File: src/rtl/dtr_pkg.sv
package dtr_pkg;
  localparam int REQ_W    = 64;
  localparam int SIZE_HI  = 63;
  localparam int SIZE_LO  = 61;
  localparam int CHAN_HI  = 60;
  localparam int CHAN_LO  = 59;
  localparam int DIR_BIT  = 58;
  localparam int MODE_HI  = 57;
  localparam int MODE_LO  = 56;
  localparam int CNT_HI   = 55;
  localparam int CNT_LO   = 48;
  localparam int GAP_HI   = 47;
  localparam int GAP_LO   = 32;
  localparam int CTRL_W   = 16;

  typedef struct packed {
    logic       irq_en;
    logic       addr_rl;
    logic       cnt_rl;
    logic [1:0] dst_step;
    logic [1:0] src_step;
    logic [3:0] res_sel;
    logic       dst_side;
    logic       xfer_mode;
    logic [2:0] xfer_size;
  } ch0_ctrl_t;

  typedef enum logic [1:0] {
    SEL_CTRL  = 2'd0,
    SEL_COUNT = 2'd1,
    SEL_ADDR  = 2'd2,
    SEL_NONE  = 2'd3
  } cpu_sel_e;
endpackage

File: src/rtl/dtr_capture.sv
module dtr_capture #(
  parameter int W = 64
) (
  input  logic         clk,
  input  logic         rst_n,
  input  logic         in_valid,
  input  logic [W-1:0] in_word,
  output logic         stg_valid,
  output logic [W-1:0] stg_word
);
  logic         valid_d;
  logic [W-1:0] word_d;

  always_comb begin
    valid_d = in_valid;
    word_d  = stg_word;
    if (in_valid) word_d = in_word;
  end

  always_ff @(posedge clk or negedge rst_n) begin
    if (!rst_n) begin
      stg_valid <= 1'b0;
      stg_word  <= '0;
    end else begin
      stg_valid <= valid_d;
      stg_word  <= word_d;
    end
  end
endmodule

File: src/rtl/dtr_field_decode.sv
module dtr_field_decode
  import dtr_pkg::*;
#(
  parameter int CNT_W  = 8,
  parameter int ADDR_W = 32
) (
  input  logic [REQ_W-1:0]  word,
  output logic [1:0]        chan,
  output logic              well_formed,
  output ch0_ctrl_t         ctrl,
  output logic [CNT_W-1:0]  count,
  output logic [ADDR_W-1:0] addr
);
  logic [2:0] size_f;
  logic [1:0] mode_f;
  logic       dir_f;
  logic       unused_gap;

  assign size_f     = word[SIZE_HI:SIZE_LO];
  assign mode_f     = word[MODE_HI:MODE_LO];
  assign dir_f      = word[DIR_BIT];
  assign chan       = word[CHAN_HI:CHAN_LO];
  assign count      = word[CNT_LO+CNT_W-1:CNT_LO];
  assign addr       = word[ADDR_W-1:0];
  assign unused_gap = ^word[GAP_HI:GAP_LO];

  always_comb begin
    well_formed    = (size_f <= 3'd2) && (mode_f != 2'b00);
    ctrl           = '0;
    ctrl.xfer_size = size_f;
    ctrl.xfer_mode = (mode_f != 2'b11);
    ctrl.dst_side  = (mode_f == 2'b01);
    ctrl.res_sel   = dir_f ? 4'b0011 : 4'b0010;
    ctrl.src_step  = 2'b01;
    ctrl.dst_step  = 2'b01;
    ctrl.cnt_rl    = 1'b0;
    ctrl.addr_rl   = 1'b0;
    ctrl.irq_en    = 1'b0;
  end
endmodule

File: src/rtl/dtr_ch0_regs.sv
module dtr_ch0_regs
  import dtr_pkg::*;
#(
  parameter int CNT_W  = 8,
  parameter int ADDR_W = 32,
  parameter int DATA_W = 32
) (
  input  logic              clk,
  input  logic              rst_n,
  input  logic              ld,
  input  ch0_ctrl_t         ld_ctrl,
  input  logic [CNT_W-1:0]  ld_count,
  input  logic [ADDR_W-1:0] ld_addr,
  input  logic              wr_open,
  input  logic              cpu_we,
  input  logic [1:0]        cpu_sel,
  input  logic [DATA_W-1:0] cpu_wdata,
  output logic [DATA_W-1:0] cpu_rdata,
  output ch0_ctrl_t         ctrl_q,
  output logic [CNT_W-1:0]  count_q,
  output logic [ADDR_W-1:0] addr_q
);
  ch0_ctrl_t         ctrl_d;
  logic [CNT_W-1:0]  count_d;
  logic [ADDR_W-1:0] addr_d;
  logic              cpu_wr_ok;
  logic              ctrl_en, count_en, addr_en;

  assign cpu_wr_ok = cpu_we && wr_open;

  always_comb begin
    ctrl_d   = ctrl_q;
    count_d  = count_q;
    addr_d   = addr_q;
    ctrl_en  = 1'b0;
    count_en = 1'b0;
    addr_en  = 1'b0;
    if (ld) begin
      ctrl_d   = ld_ctrl;
      count_d  = ld_count;
      addr_d   = ld_addr;
      ctrl_en  = 1'b1;
      count_en = 1'b1;
      addr_en  = 1'b1;
    end else if (cpu_wr_ok) begin
      case (cpu_sel_e'(cpu_sel))
        SEL_CTRL: begin
          ctrl_d  = ch0_ctrl_t'(cpu_wdata[CTRL_W-1:0]);
          ctrl_en = 1'b1;
        end
        SEL_COUNT: begin
          count_d  = cpu_wdata[CNT_W-1:0];
          count_en = 1'b1;
        end
        SEL_ADDR: begin
          addr_d  = cpu_wdata[ADDR_W-1:0];
          addr_en = 1'b1;
        end
        default: ;
      endcase
    end
  end

  always_ff @(posedge clk or negedge rst_n) begin
    if (!rst_n) begin
      ctrl_q  <= '0;
      count_q <= '0;
      addr_q  <= '0;
    end else begin
      if (ctrl_en)  ctrl_q  <= ctrl_d;
      if (count_en) count_q <= count_d;
      if (addr_en)  addr_q  <= addr_d;
    end
  end

  always_comb begin
    case (cpu_sel_e'(cpu_sel))
      SEL_CTRL:  cpu_rdata = {{(DATA_W-CTRL_W){1'b0}}, ctrl_q};
      SEL_COUNT: cpu_rdata = {{(DATA_W-CNT_W){1'b0}}, count_q};
      SEL_ADDR:  cpu_rdata = {{(DATA_W-ADDR_W){1'b0}}, addr_q};
      default:   cpu_rdata = '0;
    endcase
  end
endmodule

File: src/rtl/dtr_decoder.sv
module dtr_decoder
  import dtr_pkg::*;
#(
  parameter int CNT_W  = 8,
  parameter int ADDR_W = 32,
  parameter int DATA_W = 32
) (
  input  logic              clk,
  input  logic              rst_n,
  input  logic              req_valid,
  input  logic [63:0]       req_word,
  input  logic              cpu_wr_open,
  input  logic              cpu_we,
  input  logic [1:0]        cpu_sel,
  input  logic [DATA_W-1:0] cpu_wdata,
  output logic [DATA_W-1:0] cpu_rdata,
  output logic              ack_n,
  output logic [1:0]        chan_id,
  output logic              chsel_pulse,
  output logic              req_err
);
  logic              stg_valid;
  logic [REQ_W-1:0]  stg_word;
  logic [1:0]        dec_chan;
  logic              dec_ok;
  ch0_ctrl_t         dec_ctrl;
  logic [CNT_W-1:0]  dec_count;
  logic [ADDR_W-1:0] dec_addr;
  logic              ch0_ld;
  ch0_ctrl_t         ch0_ctrl;
  logic [CNT_W-1:0]  ch0_count;
  logic [ADDR_W-1:0] ch0_addr;

  logic       ack_n_d, sel_d, err_d, id_en;
  logic [1:0] id_d;

  dtr_capture #(.W(REQ_W)) u_cap (
    .clk(clk), .rst_n(rst_n), .in_valid(req_valid), .in_word(req_word),
    .stg_valid(stg_valid), .stg_word(stg_word)
  );

  dtr_field_decode #(.CNT_W(CNT_W), .ADDR_W(ADDR_W)) u_dec (
    .word(stg_word), .chan(dec_chan), .well_formed(dec_ok),
    .ctrl(dec_ctrl), .count(dec_count), .addr(dec_addr)
  );

  assign ch0_ld = stg_valid && dec_ok && (dec_chan == 2'b00);

  dtr_ch0_regs #(.CNT_W(CNT_W), .ADDR_W(ADDR_W), .DATA_W(DATA_W)) u_regs (
    .clk(clk), .rst_n(rst_n), .ld(ch0_ld), .ld_ctrl(dec_ctrl),
    .ld_count(dec_count), .ld_addr(dec_addr), .wr_open(cpu_wr_open),
    .cpu_we(cpu_we), .cpu_sel(cpu_sel), .cpu_wdata(cpu_wdata),
    .cpu_rdata(cpu_rdata), .ctrl_q(ch0_ctrl), .count_q(ch0_count),
    .addr_q(ch0_addr)
  );

  always_comb begin
    ack_n_d = !(stg_valid && dec_ok);
    sel_d   = stg_valid && dec_ok && (dec_chan != 2'b00);
    err_d   = stg_valid && !dec_ok;
    id_en   = stg_valid && dec_ok;
    id_d    = dec_chan;
  end

  always_ff @(posedge clk or negedge rst_n) begin
    if (!rst_n) begin
      ack_n       <= 1'b1;
      chsel_pulse <= 1'b0;
      req_err     <= 1'b0;
      chan_id     <= 2'b00;
    end else begin
      ack_n       <= ack_n_d;
      chsel_pulse <= sel_d;
      req_err     <= err_d;
      if (id_en) chan_id <= id_d;
    end
  end
endmodule

File: config.mk
export PLATFORM = sky130hd
export DESIGN_NAME = dtr_decoder
export DESIGN_NICKNAME = d
export VERILOG_FILES = /design/src/rtl/dtr_pkg.sv /design/src/rtl/dtr_capture.sv /design/src/rtl/dtr_field_decode.sv /design/src/rtl/dtr_ch0_regs.sv /design/src/rtl/dtr_decoder.sv
export SDC_FILE = /design/constraint.sdc
export NUM_CORES = 1
export LEC_CHECK = 0
export BUFFER_PORTS_ARGS = -buffer_cell sky130_fd_sc_hd__clkbuf_2
export CAP_MARGIN = 20
export CORE_ASPECT_RATIO = 2
export CORE_MARGIN = 2
export CORE_UTILIZATION = 48
export DETAILED_ROUTE_END_ITERATION = 10
export GPL_TIMING_DRIVEN = 0
export PLACE_DENSITY = 0.77
export SYNTH_ARGS = -nofsm -noshare
export SYNTH_HDL_FRONTEND = slang
export SYNTH_SLANG_ARGS = --single-unit
File: constraint.sdc
create_clock -name clk -period 1.7 [get_ports clk]
set_input_delay 0.085 -clock clk [delete_from_list [all_inputs] [get_ports clk]]
set_output_delay 0.085 -clock clk [all_outputs]
set_load 0.01 [all_outputs]
Word level (Yosys, flattened, before mapping):

Cells that the tools add are included.

* flip-flop bits (word level): 126
* latch bits: 0
* bits in writable memories: 0
* memory bits (read-only): 0
* bits of input ports: 103
* output and inout port bits: 37
* logic and storage cells: 61
* memories: 0

* $add $sub $neg: 0
* $mul: 0
* divide/modulo/power cells: 0
* magnitude comparators: 1
* equal/unequal tests: 4
* shift operators: 0
* multiplexer cells: 20
* bitwise logic cells: 0
* reductions and logical operators: 19

Operator list (count)
* $mux 32: 3
* $pmux 32 s3: 1
* $mux 16: 3
* $mux 8: 3
* $reduce_bool 2->1: 6
* $mux 1: 10
* $reduce_and 3->1: 3
* $logic_and 1x1->1: 6
* $eq 2x1->1 const B: 2
* $logic_not 2->1: 2
* $le 3x2->1 const B: 1
* $eq 2x2->1 const B: 1
* $logic_not 1->1: 2
* $ne 2x2->1 const B: 1

Longest topological paths before layout:

* depth after elaboration: 6
* gate-level depth with buffers: 6
* mapped depth without buffers: 3

Modules after synthesis:

Synthesis repeated with hierarchy kept, for this count alone.

* cell total of the unflattened synthesis: 514
* area total of the unflattened synthesis: 6645.1 µm²

Modules (own cells, without submodules)
* dtr_ch0_regs: times used 1, cells each 304, area each 3300.7 µm², sequential area each 1401.3 µm²
* dtr_capture: times used 1, cells each 136, area each 2703.8 µm², sequential area each 1626.6 µm²
* dtr_field_decode: times used 1, cells each 62, area each 456.7 µm², sequential area each 0.0 µm²
* dtr_decoder: times used 1, cells each 12, area each 183.9 µm², sequential area each 126.4 µm²

Least setup slack after synthesis:

OpenSTA, ideal clock, no wires.

* kind: reg-to-reg
* start point: register u_cap.stg_word[60]
* end point: register u_regs.addr_q[13]
* setup time: 125 ps
* data arrival time: 1597 ps
* data required time: 1575 ps
* slack: -22 ps
* cell stages (with the launch flop): 5
* path buffers: 1
* period minus slack after synthesis: 1722 ps
* cell sequence: dfrtp_1 > or3b_1 > or3_4 > buf_6 > mux2_4

* longest elaborated chain between the ends: 4
* elaborated cells between the ends (all ways): 7
* classes of those cells: 2 x mux; 5 x reduce/logical

Ends and longest elaborated chain
* start: declaration: RTL line dtr_capture.sv:9 `output logic [W-1:0] stg_word`
* start signal: assignment: RTL line dtr_capture.sv:26 `stg_word <= word_d;`
* $logic_not 2->1 (*): RTL line dtr_decoder.sv:47 `assign ch0_ld = stg_valid && dec_ok && (dec_chan == 2'b00);`
* $logic_and 1x1->1 (*): RTL line dtr_decoder.sv:47
* $reduce_bool 2->1 (no line) / $mux 1 (equally long branches)
* $reduce_and 3->1 (no line)
* end signal: assignment: RTL line dtr_ch0_regs.sv:72 `if (addr_en) addr_q <= addr_d;`
* end: declaration: RTL line dtr_ch0_regs.sv:21 `output logic [ADDR_W-1:0] addr_q`

Mark *: on every way between the ends. The rest lies on a longest branch, timed or not.
A chain may end at the register's enable or synchronous reset.

Final worst setup path:

* start point: register u_cap.stg_word[60]
* end point: register u_regs.addr_q[30]

Same word-level chain as after synthesis.

==> results.cfg <==
[placement]
io_buffer_count = 123
hpwl_um = 9655
place_area_um2 = 5979
dp.cells = 668
place.gp.congestion = 0.7966

[power_and_ir_drop]
power_frac_seq_pct = 47.9
sw_frac_of_total_pct = 27.85
clkPwrFrac_pct = 27.1
p_per_area_nw_per_um2 = 1057
p_leak_nw = 3.352
p_switching_mw = 2.025
peakVddDrop_mv = 0.8335
p_int_mw = 5.247
power_frac_comb_pct = 25.0

[critical_path]
crit_type = flop to flop
crit_required_ns = 1.93
end_kind = flop
start_kind = flop
rrSetupSlack_ns = -0.1
critPathMaxFanout = 10
arrival_ns = 2.03

[clocking]
cts_tree = done
cts_root_buf = clkbuf_16
cts.sinks = 110
cts.clk_slew.worst_paths_ns = 0.07
cts_buffers = 9
clockBufferDepth = 2
clock_latency_ns = 0.35
htreeDepth = 3

[timing]
fmax_mhz = 556.6
timing_hold_violations_final = 0
whs_ns = 0.02010
setup_violations = 46
period_minus_slack_ns = 1.797
rsz0062_at_grt = true
setup_slack_ns = -0.09666
fin_crit_sh_pct = 105.7
finalClockSkew_ns = 0.01107
worst_pin_slew_ns = 0.8628
drv_slew = 0
slew_headroom_pct = 42.48
fin_setup_tns_ns = -2.889

[global_route]
overflow = 0
antenna_found_initial = 0
grtUsageTotal_pct = 23.74
grt_start_max_net_pins = 111
grt_pass1_vias = 4386
grt_pass1_wl_um = 21310

[cells_and_area]
insertedDiodeCount = 0
syn_to_final_growth_pct = 32.94
final_util_pct = 65.64
drive_above_1_share_pct = 42.17
multi_input_area_um2 = 2273
stdcell_count = 744
nFillCells = 851
final_cell_mix = clkbuf_2 (125), dfrtp_1 (109), mux2_2 (69)
regArea_um2 = 2754
fin_area_um2 = 6878
nets = 705
layout_commonest_cell = clkbuf_2

[drt]
viasPerCell = 5.319
drt_pass1_iterations = 4
vias = 3957
drt_iter0_drc = 223
post-route-drc-count = 0
totalWireLength_um = 13300
post_drt_wl_per_cell_um = 17.87
postRouteAntennaNets = 0

[synthesis]
syn_inst = 407
synth.net_count = 510
yosys.cell_types.count = 31
seq_area_frac_synth_pct = 53.23
yosys_warnings = 0
syn_area_um2 = 5174
syn_avg_cell_area_um2 = 12.71
synth_seq_cells = 110

[job]
timing.max_cap.violations = 0

[floorplan]
dieArea_um2 = 11680
num_rows = 53
ios = 140
die_y_um = 150.8
start_util_pct = 49.38
core_region_area_um2 = 10480
fp.dieW_um = 77.41

[status]
outcome = finished with violations
violations = negative setup slack

[worst_hold_path]
hold_path_class = primary input to flop
[state kept, by name, indices dropped and copies added, names as in the netlist]
name,count
u_cap.stg_word,48
u_regs.addr_q,32
u_regs.ctrl_q,16
u_regs.count_q,8
chan_id,2
ack_n,1
chsel_pulse,1
req_err,1
u_cap.stg_valid,1
[cells in the mapped netlist]
cell	count	area [um2]
dfstp_2	1	26.28
nor3_1	1	5.000
a21boi_0	1	7.510
buf_2	4	20.02
nand4bb_1	1	11.26
nand2_1	36	135.1
o21ai_0	9	45.04
or3_4	1	11.26
nand4b_2	2	30.03
and4bb_2	1	12.51
dfrtp_1	109	2728
nor2_1	10	37.54
o2bb2ai_1	1	8.760
nor2b_1	1	6.260
or3b_1	1	8.760
mux2_2	69	777.0
nor4_1	20	125.1
buf_6	5	56.30
a21oi_1	26	130.1
buf_1	5	18.77
mux2_4	24	360.4
a31oi_1	2	12.51
inv_1	1	3.750
nand3_1	4	20.02
buf_4	1	7.510
nand2b_1	1	6.260
clkbuf_1	13	48.80
mux2_1	4	45.04
a2bb2oi_1	1	8.760
and2_1	16	100.1
mux2i_1	36	360.4
[power groups by stage]
stage / logic [mW] / registers, mW / clock network [mW]
2_1_floorplan: 1.18 / 3.44 / 0
3_3_place_gp: 1.61 / 3.48 / 0
3_5_place_dp: 1.70 / 3.53 / 0
4_1_cts: 1.83 / 3.48 / 2.01
5_1_grt: 1.99 / 3.56 / 2.10
6_report: 1.82 / 3.48 / 1.97
[cell families after synthesis]
kind of cell           after synthesis  share of synthesized area [%]
AOI/OAI and AO/OA                   40                          4.111
and+or+nand+nor                     95                          9.843
DFF                                110                          53.23
buffers and inverters               29                          2.999
muxes                              133                          29.82
[stage by stage]
step                      worst slack, ns  total power [mW]
after floorplan                  -0.01059             4.623
after global placement            -0.8550             5.093
after detailed placement          -0.1379             5.239
after CTS                        -0.08189             7.317
after global routing              -0.1276             7.647
final                            -0.09666             7.272
[path summary, 6_finish.rpt]
check,startpoint,to,cells after the start
max in group asynchronous,rst_n,u_regs.ctrl_q[9],2
worst min-delay path,req_word[14],u_cap.stg_word[14],2
min in group asynchronous,rst_n,u_cap.stg_word[5],2
worst min register to register,u_regs.ctrl_q[6],u_regs.ctrl_q[6],2
worst max-delay path,u_cap.stg_word[60],u_regs.addr_q[30],4
worst max register to register,u_cap.stg_word[60],u_regs.addr_q[30],4
[final cells by class]
type,count,share of cell area [%]
clock inverters,7,0.8004
multi-input cells,268,33.05
well taps,137,2.492
plain buffers,28,2.438
flip-flops and latches,110,40.04
repair buffers,184,17.85
inverters,1,0.05458
clock buffers,9,3.275
[timing repair]
item	4_1_cts	5_1_grt
buffers inserted	2	0
hold endpoints to repair	166	0
gates resized for setup	2	8
endpoints found under the setup margin	56	60
hold buffers	58	0
[routing by layer]
| metal | part of all wire (%) | track usage, % |
|---|---|---|
| met2 | 56 | 44.35 |
| met4 | 4.4 | 11.07 |
| met3 | 4.6 | 4.827 |
| met5 | 0 | 0 |
| met1 | 35 | 25.24 |
[worst max-delay path, cell delays in order, from the launching register on]
cell	delay, ns
dfrtp_1	0.39
or3b_4	0.43
or3_4	0.38
buf_6	0.18
mux2_4	0.30
Note: power is estimated with default switching activity, not from simulation.
